### src/rtl/async_rx_pkg.sv
package async_rx_pkg;

   // Status word layout, bit 0 upward: full, overrun, noise, framing.
   typedef struct packed {
      logic frame;
      logic noise;
      logic ovr;
      logic full;
   } rx_flags_t;

   localparam int unsigned FLAGS_W = $bits(rx_flags_t);

   typedef enum logic [0:0] {
      RX_IDLE   = 1'b0,
      RX_ACTIVE = 1'b1
   } rx_state_e;

endpackage

### src/rtl/async_rx_sync.sv
module async_rx_sync #(
   parameter int unsigned STAGES = 2
) (
   input  logic clk,
   input  logic rst_n,
   input  logic d_i,
   output logic q_o
);

   logic [STAGES-1:0] chain_q;

   generate
      for (genvar g = 0; g < STAGES; g++) begin : g_stage
         if (g == 0) begin : g_first
            always_ff @(posedge clk or negedge rst_n) begin
               if (!rst_n) chain_q[g] <= 1'b1;
               else        chain_q[g] <= d_i;
            end
         end else begin : g_next
            always_ff @(posedge clk or negedge rst_n) begin
               if (!rst_n) chain_q[g] <= 1'b1;
               else        chain_q[g] <= chain_q[g-1];
            end
         end
      end
   endgenerate

   assign q_o = chain_q[STAGES-1];

endmodule

### src/rtl/async_rx_sampler.sv
module async_rx_sampler
   import async_rx_pkg::*;
#(
   parameter int unsigned OVS    = 16,
   parameter int unsigned DATA_W = 8,
   parameter bit          VOTE3  = 1'b1
) (
   input  logic              clk,
   input  logic              rst_n,
   input  logic              tick_i,
   input  logic              rxs_i,
   output logic              done_o,
   output logic [DATA_W-1:0] data_o,
   output logic              noise_o,
   output logic              frame_err_o
);

   localparam int unsigned CNT_W    = $clog2(OVS);
   localparam int unsigned MID      = OVS / 2;
   localparam int unsigned DECIDE   = VOTE3 ? MID + 1 : MID;
   localparam int unsigned BIT_LAST = DATA_W + 1;
   localparam int unsigned IDX_W    = $clog2(DATA_W + 2);

   rx_state_e          state_q;
   logic [CNT_W-1:0]   cnt_q;
   logic [IDX_W-1:0]   idx_q;
   logic [DATA_W-1:0]  shreg_q;
   logic               noise_acc_q;
   logic               vote;
   logic               disagree;
   logic               decide_now;

   assign decide_now = tick_i && (state_q == RX_ACTIVE) && (cnt_q == CNT_W'(DECIDE));

   generate
      if (VOTE3) begin : g_vote3
         logic s_early_q, s_mid_q;
         always_ff @(posedge clk or negedge rst_n) begin
            if (!rst_n) begin
               s_early_q <= 1'b1;
               s_mid_q   <= 1'b1;
            end else if (tick_i && state_q == RX_ACTIVE) begin
               if (cnt_q == CNT_W'(MID - 1)) s_early_q <= rxs_i;
               if (cnt_q == CNT_W'(MID))     s_mid_q   <= rxs_i;
            end
         end
         assign vote     = (s_early_q & s_mid_q) | (s_early_q & rxs_i) | (s_mid_q & rxs_i);
         assign disagree = !((s_early_q == s_mid_q) && (s_mid_q == rxs_i));
      end else begin : g_vote1
         assign vote     = rxs_i;
         assign disagree = 1'b0;
      end
   endgenerate

   always_ff @(posedge clk or negedge rst_n) begin
      if (!rst_n) begin
         state_q     <= RX_IDLE;
         cnt_q       <= '0;
         idx_q       <= '0;
         shreg_q     <= '0;
         noise_acc_q <= 1'b0;
         done_o      <= 1'b0;
         data_o      <= '0;
         noise_o     <= 1'b0;
         frame_err_o <= 1'b0;
      end else begin
         done_o <= 1'b0;
         if (tick_i) begin
            unique case (state_q)
               RX_IDLE: begin
                  if (!rxs_i) begin
                     state_q     <= RX_ACTIVE;
                     cnt_q       <= CNT_W'(1);
                     idx_q       <= '0;
                     noise_acc_q <= 1'b0;
                  end
               end
               RX_ACTIVE: begin
                  cnt_q <= cnt_q + CNT_W'(1);
                  if (cnt_q == CNT_W'(OVS - 1)) idx_q <= idx_q + IDX_W'(1);
                  if (decide_now) begin
                     noise_acc_q <= noise_acc_q | disagree;
                     if (idx_q == '0) begin
                        if (vote) state_q <= RX_IDLE;
                     end else if (idx_q == IDX_W'(BIT_LAST)) begin
                        state_q     <= RX_IDLE;
                        done_o      <= 1'b1;
                        data_o      <= shreg_q;
                        noise_o     <= noise_acc_q | disagree;
                        frame_err_o <= ~vote;
                     end else begin
                        shreg_q <= {vote, shreg_q[DATA_W-1:1]};
                     end
                  end
               end
               default: state_q <= RX_IDLE;
            endcase
         end
      end
   end

   p_idx_bound_r2: assert property (@(posedge clk) disable iff (!rst_n)
      (state_q == RX_ACTIVE) |-> (idx_q <= IDX_W'(BIT_LAST)));

   p_done_single_r2: assert property (@(posedge clk) disable iff (!rst_n)
      done_o |=> !done_o);

   p_done_idle_r2: assert property (@(posedge clk) disable iff (!rst_n)
      done_o |-> (state_q == RX_IDLE));

endmodule

### src/rtl/async_rx_regs.sv
module async_rx_regs
   import async_rx_pkg::*;
#(
   parameter int unsigned DATA_W = 8
) (
   input  logic              clk,
   input  logic              rst_n,
   input  logic              done_i,
   input  logic [DATA_W-1:0] char_i,
   input  logic              noise_i,
   input  logic              frame_i,
   input  logic              rd_en_i,
   input  logic              rd_sel_i,
   output rx_flags_t         flags_o,
   output logic [DATA_W-1:0] data_o
);

   rx_flags_t         flags_q, arm_q, clr, eff, flags_n;
   logic [DATA_W-1:0] data_q;
   logic              stat_rd, data_rd, blocked;

   assign stat_rd = rd_en_i && !rd_sel_i;
   assign data_rd = rd_en_i &&  rd_sel_i;
   assign clr     = data_rd ? arm_q : rx_flags_t'('0);
   assign eff     = flags_q & ~clr;
   assign blocked = eff.full | eff.frame;

   always_comb begin
      flags_n = eff;
      if (done_i) begin
         if (blocked) begin
            flags_n.ovr = 1'b1;
         end else begin
            flags_n.full  = 1'b1;
            flags_n.noise = eff.noise | noise_i;
            flags_n.frame = frame_i;
         end
      end
   end

   always_ff @(posedge clk or negedge rst_n) begin
      if (!rst_n) begin
         flags_q <= '0;
         arm_q   <= '0;
         data_q  <= '0;
      end else begin
         flags_q <= flags_n;
         if (stat_rd)      arm_q <= flags_q;
         else if (data_rd) arm_q <= '0;
         if (done_i && !blocked) data_q <= char_i;
      end
   end

   assign flags_o = flags_q;
   assign data_o  = data_q;

   p_frame_needs_full_r6: assert property (@(posedge clk) disable iff (!rst_n)
      flags_q.frame |-> flags_q.full);

   p_noise_with_full_r5: assert property (@(posedge clk) disable iff (!rst_n)
      $rose(flags_q.noise) |-> flags_q.full);

   p_overrun_keeps_data_r4: assert property (@(posedge clk) disable iff (!rst_n)
      (done_i && flags_q.full && !clr.full) |=> ($stable(data_q) && flags_q.ovr));

   p_frame_blocks_r7: assert property (@(posedge clk) disable iff (!rst_n)
      (done_i && flags_q.frame && !clr.frame) |=> $stable(data_q));

   p_overrun_priority_r8: assert property (@(posedge clk) disable iff (!rst_n)
      (done_i && frame_i && flags_q.full && !clr.full) |=> !$rose(flags_q.frame));

   p_full_clears_on_read_r3: assert property (@(posedge clk) disable iff (!rst_n)
      $fell(flags_q.full) |-> $past(rd_en_i && rd_sel_i));

endmodule

### src/rtl/async_rx_status.sv
module async_rx_status
   import async_rx_pkg::*;
#(
   parameter int unsigned OVS         = 16,
   parameter int unsigned DATA_W      = 8,
   parameter int unsigned SYNC_STAGES = 2,
   parameter bit          VOTE3       = 1'b1
) (
   input  logic              clk,
   input  logic              rst_n,
   input  logic              os_tick_i,
   input  logic              rxd_i,
   input  logic              rd_en_i,
   input  logic              rd_sel_i,
   output logic [DATA_W-1:0] rd_data_o
);

   generate
      if (OVS < 8 || (OVS & (OVS - 1)) != 0) begin : g_bad_ovs
         $error("OVS must be a power of two of at least 8");
      end
      if (DATA_W < FLAGS_W) begin : g_bad_width
         $error("DATA_W must hold the status word");
      end
      if (SYNC_STAGES < 2) begin : g_bad_sync
         $error("SYNC_STAGES must be at least 2");
      end
   endgenerate

   logic              rx_sync;
   logic              char_done;
   logic [DATA_W-1:0] char_data;
   logic              char_noise;
   logic              char_frame;
   rx_flags_t         flags;
   logic [DATA_W-1:0] buf_data;

   async_rx_sync #(.STAGES(SYNC_STAGES)) u_sync (
      .clk   (clk),
      .rst_n (rst_n),
      .d_i   (rxd_i),
      .q_o   (rx_sync)
   );

   async_rx_sampler #(.OVS(OVS), .DATA_W(DATA_W), .VOTE3(VOTE3)) u_sampler (
      .clk         (clk),
      .rst_n       (rst_n),
      .tick_i      (os_tick_i),
      .rxs_i       (rx_sync),
      .done_o      (char_done),
      .data_o      (char_data),
      .noise_o     (char_noise),
      .frame_err_o (char_frame)
   );

   async_rx_regs #(.DATA_W(DATA_W)) u_regs (
      .clk      (clk),
      .rst_n    (rst_n),
      .done_i   (char_done),
      .char_i   (char_data),
      .noise_i  (char_noise),
      .frame_i  (char_frame),
      .rd_en_i  (rd_en_i),
      .rd_sel_i (rd_sel_i),
      .flags_o  (flags),
      .data_o   (buf_data)
   );

   assign rd_data_o = rd_sel_i ? buf_data : DATA_W'(flags);

endmodule

### config.mk
export PLATFORM = sky130hd
export DESIGN_NAME = async_rx_status
export DESIGN_NICKNAME = d
export VERILOG_FILES = /design/src/rtl/async_rx_pkg.sv /design/src/rtl/async_rx_sync.sv /design/src/rtl/async_rx_sampler.sv /design/src/rtl/async_rx_regs.sv /design/src/rtl/async_rx_status.sv
export SDC_FILE = /design/constraint.sdc
export NUM_CORES = 1
export LEC_CHECK = 0
export BUFFER_PORTS_ARGS = -buffer_cell sky130_fd_sc_hd__clkbuf_2
export CAP_MARGIN = 20
export CORE_MARGIN = 2
export CORE_UTILIZATION = 50
export DETAILED_ROUTE_END_ITERATION = 8
export PLACE_DENSITY = 0.77
export SLEW_MARGIN = 20
export SYNTH_ARGS = -nofsm -noshare
export SYNTH_HDL_FRONTEND = slang
export SYNTH_SLANG_ARGS = --single-unit
### constraint.sdc
create_clock -name clk -period 2.5 [get_ports clk]
set_input_delay 0.375 -clock clk [delete_from_list [all_inputs] [get_ports clk]]
set_output_delay 0.375 -clock clk [all_outputs]
set_load 0.02 [all_outputs]
== After elaboration in Yosys (flattened, before gate mapping) ==
Index checks and enable logic that the tools add are counted.
Storage, ports and cells
  register bits: 49
  bits in latches: 0
  bits in writable memories: 0
  ROM bits: 0
  output and inout bits: 8
  word-level logic and storage cells: 93
  memories kept: 0
Operators by class
  $add $sub $neg: 2
  $mul: 0
  div/mod/pow operators: 0
  $lt $le $gt $ge: 0
  equal/unequal tests: 10
  shift-type cells: 0
  muxes and demuxes: 27
  bitwise gates (word level): 14
  reductions and logical operators: 18
Operators by type and width (count)
  4-bit 2-to-1 mux: 7
  4-bit equality test (second input constant): 4
  4-bit one-hot mux with 2 select lines: 2
  1-bit 2-to-1 mux: 14
  5-bit AND reduction: 2
  4-bit by 1-bit adder with 4-bit output (second input constant): 2
  8-bit 2-to-1 mux: 1
  1-bit logical AND: 6
  2-bit != test (second input constant): 3
  2-bit AND reduction: 3
  3-bit AND reduction: 2
  1-bit OR: 5
  4-bit AND: 1
  4-bit by 3-bit equality test with 1-bit output (second input constant): 1
  4-bit logical NOT: 1
  1-bit NOT: 4
  4-bit NOT: 1
  1-bit one-hot mux with 2 select lines: 2
  1-bit AND: 3
  1-bit logical NOT: 3
  1-bit equality test: 2
  2-bit 2-to-1 mux: 1
  2-bit nonzero test: 1

== Longest topological paths before layout ==
Gate-level depths: netlist of run 1.
  word-level depth: 7
  depth in mapped cells: 5
  depth with buffers taken out: 5

== Cells and area by module ==
Synthesis of run 1 repeated with hierarchy kept, for this count alone.
Second synthesis, totals
  cells, all modules: 180
  area total of the unflattened synthesis: 2333.5 um2
By module, submodules not included
  async_rx_sampler: instances 1, cells an instance 117, area each 1517.7 um2, seq. area each 778.2 um2
  async_rx_regs: instances 1, cells an instance 52, area each 661.9 um2, seq. area each 400.4 um2
  async_rx_status: instances 1, cells an instance 9, area each 101.3 um2, seq. area each 0.0 um2
  async_rx_sync: instances 1, cells an instance 2, area each 52.6 um2, seq. area each 52.6 um2

== Worst setup path before layout of run 1 ==
OpenSTA, ideal clock, no wires.
  path type: flip-flop to flip-flop
  start point: reg u_sampler.cnt_q[1]
  end point: reg u_sampler.data_o[0]
  arrival: 1.587 ns
  required time: 2.375 ns
  path slack: 0.788 ns
  cell stages (with the launch flop): 6
  path buffers: 0
  clock period less this slack: 1.712 ns
  path through: dfrtp_1 -> inv_1 -> ha_1 -> nand2b_4 -> nor4_4 -> mux2_2
On the way
  cells in the longest elaborated chain, start to end: 3
RTL lines
  start: declaration: RTL line async_rx_sampler.sv:25  | logic [CNT_W-1:0] cnt_q;
  start signal: assignment: RTL line async_rx_sampler.sv:79  | cnt_q <= cnt_q + CNT_W'(1);
  4-bit equality test: RTL line async_rx_sampler.sv:33  | assign decide_now = tick_i && (state_q == RX_ACTIVE) && (cnt_q == CNT_W'(DECIDE));
  1-bit logical AND: RTL line async_rx_sampler.sv:33
  5-bit AND reduction (no source line)
  end signal: assignment: RTL line async_rx_sampler.sv:88  | data_o <= shreg_q;
  end: declaration: RTL line async_rx_sampler.sv:13  | output logic [DATA_W-1:0] data_o,
Every way passes these cells.
A chain may end at the register's enable or synchronous reset.

== Final worst setup path of run 1 ==
  start point: reg u_sampler.cnt_q[3]
  end point: reg u_sampler.data_o[5]
Same word-level chain as after synthesis.

==> qor.yml, run 1 <==
status:
  status: "complete, no violations"
power:
  p_seq_frac: 0.544
  combPwrFrac: 0.197
  power.switching_w: 0.000531
  p_clk_frac: 0.259
  ir_drop_mv: 0.479
  swShare: 0.299
  power.density_nw_per_um2: 707
  p_leak_nw: 1.20
  intPower_w: 0.00125
timing:
  tightest_slew_ps: 528
  max_freq_mhz: 530
  relSlewSlack: 0.647
  tns_ps: 0
  fin_crit_ps: 1890
  finalSetupViolCount: 0
  hold_viol_final: 0
  rsz0062_at_grt: "no"
  hold-worst-slack_ps: 151
  finClkSkew_ps: 13.8
  drv_slew: 0
  min_period_over_period: 0.755
floorplan:
  fp.dieH_um: 71.9
  start_util: 0.526
  core.rowCount: 24
  core_um2: 4380
  ios: 14
  die_width_um: 71.9
  die_area_um2: 5170
critical_path:
  critPathMaxFanout: 11
  rr_startpoint: "u_sampler.cnt_q[3]"
  cp-startpoint: "u_sampler.cnt_q[3]"
  cp_data_arrival_time_ps: 2080
  rr_worst_depth: 4
  cp-end-kind: "register"
  r2r_slack_ps: 610
  crit_type: "reg2reg"
  crit_path_start_kind: "register"
  r2r-end: "u_sampler.data_o[5]"
  crit_required_ps: 2700
  worstSetupEndpoint: "u_sampler.data_o[5]"
drt:
  wirelength_um: 3820
  vias: 1435
  route.detailed.drc: 0
  antenna_left: 0
  viasPerCell: 5.58
  drt_iter0_drc: 62
  dr.pass1.iters: 4
  routedWlPerCell_um: 14.9
synthesis:
  syn_avg_cell_area_um2: 12.2
  ys_seq_area_frac: 0.534
  yosysTopAreaCell: "dfrtp_1"
  yosysUniqueCellTypes: 36
  synth-seq-cells: 49
  synth-xor-area-share: 0
  synth-compound-area-share: 0.0792
  syn_area_um2: 2310
  ys_warn_count: 0
  synth_top_area_frac: 0.488
  synth_area_leaders: "dfrtp_1, mux2_2, dfstp_2"
  synth_simple_gate_area_share: 0.128
  syn_nets: 203
  syn_inst: 189
  synthMuxAreaShare: 0.179
  synth_top_family_by_area: "multiplexers"
  synth-adder-area-share: 0.0434
clock_network:
  clk_latency_ps: 300
  tritoncts: "yes"
  clockBufferDepth: 2
  clock-sinks: 49
  cts-root-buf: "clkbuf_8"
  path_clk_slew_ps: 90
  h-tree-depth: 2
  numCtsBuffers: 5
  cts_resized: 0
final_layout:
  nets: 219
  drive_gt1_frac: 0.317
  area_delta_synth_final_pct: 9.01
  mostFrequentLayoutCells: "dfrtp_1, mux2_2, clkbuf_2, inv_1"
  layout_commonest_cell: "dfrtp_1"
  num_antenna_cells: 0
global_route:
  grt.overflow.total: 0
  grt_antenna_before_repair: 0
  grt_pass1_vias: 1394
  grtUsageTotal: 0.164
  grt_pass1_wl_um: 6490
  grt_max_degree: 24
hold_path:
  hp-class: "in2reg"
place:
  dpl.hpwl_um: 2790
  gp_congestion: 0.809
  io_buffers: 13
run:
  maxCapViolCount: 0
state kept, by name, summed over array words and instances, names as in the netlist:
register                     count
u_sync.chain_q                   1
u_regs.flags_o                   4
u_sampler.noise_acc_q            1
u_sampler.state_q                1
u_sampler.idx_q                  4
u_sampler.noise_o                1
u_sampler.data_o                 8
u_sampler.frame_err_o            1
u_regs.arm_q                     4
u_sync.q_o                       1
u_sampler.done_o                 1
u_regs.data_o                    8
u_sampler.shreg_q                8
u_sampler.g_vote3.s_early_q      1
u_sampler.g_vote3.s_mid_q        1
u_sampler.cnt_q                  4
synth_stat cells, drive strengths merged:
library cell	number
mux2i	4
o2111ai	2
nand3	9
mux2	33
dfstp	4
o21ai	9
nor2b	3
a22o	6
ha	8
clkbuf	6
nor3b	1
a21boi	1
dfrtp	45
and2	5
or2	1
a21o	1
a211o	1
buf	2
nand3b	4
nand2b	3
inv	12
nand4	3
and2b	1
nor2	3
nor3	5
o2bb2ai	1
o31a	1
and4	1
a21oi	4
nand2	8
nor4	2
through the flow:
stage | cell area (um2) | setup WS [ps] | power (W) | utilization | cells
final | 2510 | 613 | 0.00178 | 0.573 | 257
after global routing | 2510 | 484 | 0.00188 | 0.573 | 257
after CTS | 2510 | 603 | 0.00179 | 0.573 | 257
after detailed placement | 2420 | 549 | 0.00133 | 0.552 | 249
after global placement | 2420 | 609 | 0.00132 | 0.552 | 249
after floorplan | 2310 | 788 | 0.00126 | - | 189
kinds of logic (layout without fill, tap and decap cells):
| family | Yosys count | in the layout |
|---|---|---|
| flops | 49 | 49 |
| buf+inv | 20 | 36 |
| fa+ha+maj | 8 | 8 |
| mux | 37 | 37 |
| simple gates | 49 | 49 |
| compound gates | 26 | 26 |
worst min-delay path by stage:
| stage | start | end | slack [ps] | depth (start not counted) |
|---|---|---|---|---|
| global route | rxd_i | u_sync.chain_q[0] | 140 | 1 |
| finish | rxd_i | u_sync.chain_q[0] | 150 | 1 |
| CTS | rxd_i | u_sync.chain_q[0] | 140 | 1 |
| detailed placement | rst_n | u_regs.arm_q[1] | 270 | 1 |
| global placement | rst_n | u_regs.arm_q[1] | 270 | 1 |
| floorplan | rst_n | u_regs.arm_q[0] | 80 | 0 |
routing by layer:
layer	wire length (um)	GRT usage	up-vias
li1	-	-	698
met1	1820	0.210	705
met3	132	0.0417	7
met4	72	0.0734	0
met5	0	0	-
met2	1790	0.265	25
power by group through the flow:
stage               combinational, W  clock [W]  sequential, W
floorplan                   0.000321          0       0.000937
global placement            0.000339          0       0.000979
detailed placement          0.000349          0       0.000981
CTS                         0.000353   0.000469       0.000966
global route                0.000399   0.000497       0.000982
finish                      0.000350   0.000460       0.000966
worst max-delay path, cell delays in order, from the launching register on:
cell     delay, ps
dfrtp_1        540
nand3_1        200
nor4_4         480
buf_4          240
mux2_2         340
timing repair:
| item | 4_1_cts | 5_1_grt |
|---|---|---|
| buffers inserted | 0 | 0 |
| hold buffers | 1 | 0 |
| endpoints found under the hold margin | 10 | 0 |
area by class of cell:
class	instances	area, um2
multi-input combinational	120	990
tap	52	65.1
sequential	49	1230
timing repair buffer	17	97.6
clock buffer	5	68.8
inverter	12	45.0
fill	368	1870
clock inverter	2	16.3
(Power assumes the default switching activity.)
==> run 2: changes to the inputs <==
Settings changed: PLACE_DENSITY 0.77 to 0.79.
Clock period 2.5 ns to 1.7 ns, I/O delays scaled along.
==> run 2 against run 1 <==
Effect of this change:
- design area increased by 4.4%
- combinational power increased by 91%
- count of clock-buffer cells in the layout unchanged
- sequential share of layout area decreased by 2.1 points
- register-to-register slack got worse by 570 ps
- critical endpoint is now u_sampler.data_o[2]
==> qor.yml, run 2 (synthesized netlist as in run 1, its figures left out) <==
status:
  status: "complete, no violations"
hold_path:
  hold_depth: 1
  hp-start: "rxd_i"
  hp-class: "in2reg"
  min_to: "u_sync.chain_q[0]"
critical_path:
  critPathTopFamily: "flip-flops"
  cp_data_arrival_time_ps: 1850
  crit_type: "reg2reg"
  rr_worst_depth: 6
  slowest_delay_ps: 390
  crit_required_ps: 1900
  crit_slowest_cell: "dfrtp_1"
  cp_cell_sequence: "inv_2 > ha_2 > nand2_2 > nor4_4 > buf_4 > mux2_2"
  r2r-end: "u_sampler.data_o[2]"
  crit_path_start_kind: "register"
  critPathMaxFanout: 5
  r2r_slack_ps: 50
  cp-end-kind: "register"
  rr_startpoint: "u_sampler.idx_q[1]"
  timing.critical_path.buf_inv: 2
drt:
  met2WireLength_um: 1980
  highest_layer: "met4"
  dr.pass1.iters: 4
  met1_length_um: 1830
  antenna_left: 0
  route.met3.wl_um: 130
  wirelength_um: 4010
  viasPerCell: 5.53
  routedWlPerCell_um: 14.9
  drt_iter0_drc: 92
  route.detailed.drc: 0
  vias: 1488
power:
  p_leak_nw: 1.26
  swShare: 0.302
  p_clk_frac: 0.246
  power.density_nw_per_um2: 1040
  power.switching_w: 0.000821
  intPower_w: 0.00190
  combPwrFrac: 0.246
  p_seq_frac: 0.508
  power_w: 0.00272
  ir_drop_mv: 0.650
clock_network:
  clock-sinks: 49
  cts-root-buf: "clkbuf_8"
  clk_latency_ps: 310
  clockBufferDepth: 2
  numCtsBuffers: 5
  h-tree-depth: 2
  tritoncts: "yes"
  path_clk_slew_ps: 90
place:
  placed_area_um2: 2490
  gp_congestion: 0.843
  dp_slack_ps: 61.1
  dpl.hpwl_um: 2770
  io_buffers: 13
run:
  maxCapViolCount: 0
floorplan:
  start_util: 0.526
  die_area_um2: 5170
  core.rowCount: 24
  fp.dieH_um: 71.9
  core_um2: 4380
  ios: 14
  die_width_um: 71.9
timing:
  final_critical_path_setup_slack_ps: 48.1
  drv_slew: 0
  max_freq_mhz: 605
  hold-worst-slack_ps: 31.4
  finClkSkew_ps: 13.8
  min_period_over_period: 0.972
  finalSetupViolCount: 0
  relSlewSlack: 0.664
  tightest_slew_ps: 499
  hold_viol_final: 0
  fin_crit_ps: 1650
final_layout:
  drive_gt1_frac: 0.369
  fill_cells: 356
  area_delta_synth_final_pct: 13.8
  final_design_area_no_fill_um2: 2630
  num_antenna_cells: 0
  nets: 231
  layout_commonest_cell: "dfrtp_1"
  final_core_util: 0.599
  mostFrequentLayoutCells: "dfrtp_1, mux2_2, buf_4, clkbuf_2, inv_1"
  reg.largest.list: "u_regs.data_o: 8 flops, u_sampler.data_o: 8 flops, u_sampler.shreg_q: 8 flops"
global_route:
  grt_antenna_before_repair: 0
  grt_max_degree: 33
  grtUsageTotal: 0.169
  grt_pass1_wl_um: 6780
  grt.overflow.total: 0
  grt_pass1_vias: 1491
run 2: changes by cell type in the layout (fill, tap and decap cells not counted):
cell,change
buf_12,+1
buf_4,+10
buf_6,+1
ha_1,-1
ha_2,+1
inv_1,-1
inv_2,+1
nand2_1,-1
nand2_2,+1
run 2: metrics by stage:
stage                     TNS, ps  std cells
after floorplan             -95.9        189
after global placement          0        257
after detailed placement        0        257
after CTS                       0        265
after global routing        -6.10        269
final                           0        269
run 2: how the worst max path moves through the flow:
stage,startpoint,end,slack (ps),depth (start not counted)
global route,u_sampler.idx_q[1],u_sampler.data_o[2],-3,6
finish,u_sampler.idx_q[1],u_sampler.data_o[2],50,6
CTS,u_sampler.cnt_q[1],u_sampler.data_o[7],50,6
floorplan,u_sampler.cnt_q[1],u_sampler.data_o[0],-10,5
global placement,u_sampler.cnt_q[1],u_sampler.data_o[5],120,6
detailed placement,u_sampler.cnt_q[1],u_sampler.data_o[2],60,6
run 2: final cells by class:
type / count / area (um2) / area share
tap: 52 / 65.1 / 0.0248
sequential: 49 / 1230 / 0.469
clock inverter: 2 / 16.3 / 0.00620
inverter: 12 / 45.0 / 0.0172
clock buffer: 5 / 68.8 / 0.0262
multi-input combinational: 120 / 995 / 0.379
timing repair buffer: 29 / 204 / 0.0777
run 2: power by group through the flow:
stage / clock network [W] / logic, W / registers [W]
final: 0.000670 / 0.000669 / 0.00138
after global routing: 0.000727 / 0.000755 / 0.00140
after CTS: 0.000688 / 0.000646 / 0.00138
after detailed placement: 0 / 0.000641 / 0.00140
after global placement: 0 / 0.000606 / 0.00140
after floorplan: 0 / 0.000471 / 0.00138
run 2: routing by layer:
| metal | track usage | up-vias |
|---|---|---|
| li1 | - | 717 |
| met1 | 0.225 | 736 |
| met2 | 0.266 | 28 |
| met3 | 0.0458 | 7 |
| met4 | 0.0692 | 0 |
| met5 | 0 | - |
run 2: worst reg2reg max path: cells and delay by family, from the launching register on:
family	cells	cell delay, ps
and+or+nand+nor	2	380
muxes	1	330
adders and majority gates	1	180
buffers and inverters	2	270
DFF	1	390
run 2: timing repair:
item / in CTS / in global routing
setup buffers: 0 / 3
setup endpoints to repair: 0 / 8
gates resized for setup: 0 / 6
hold endpoints to repair: 15 / 0
hold buffers: 1 / 0
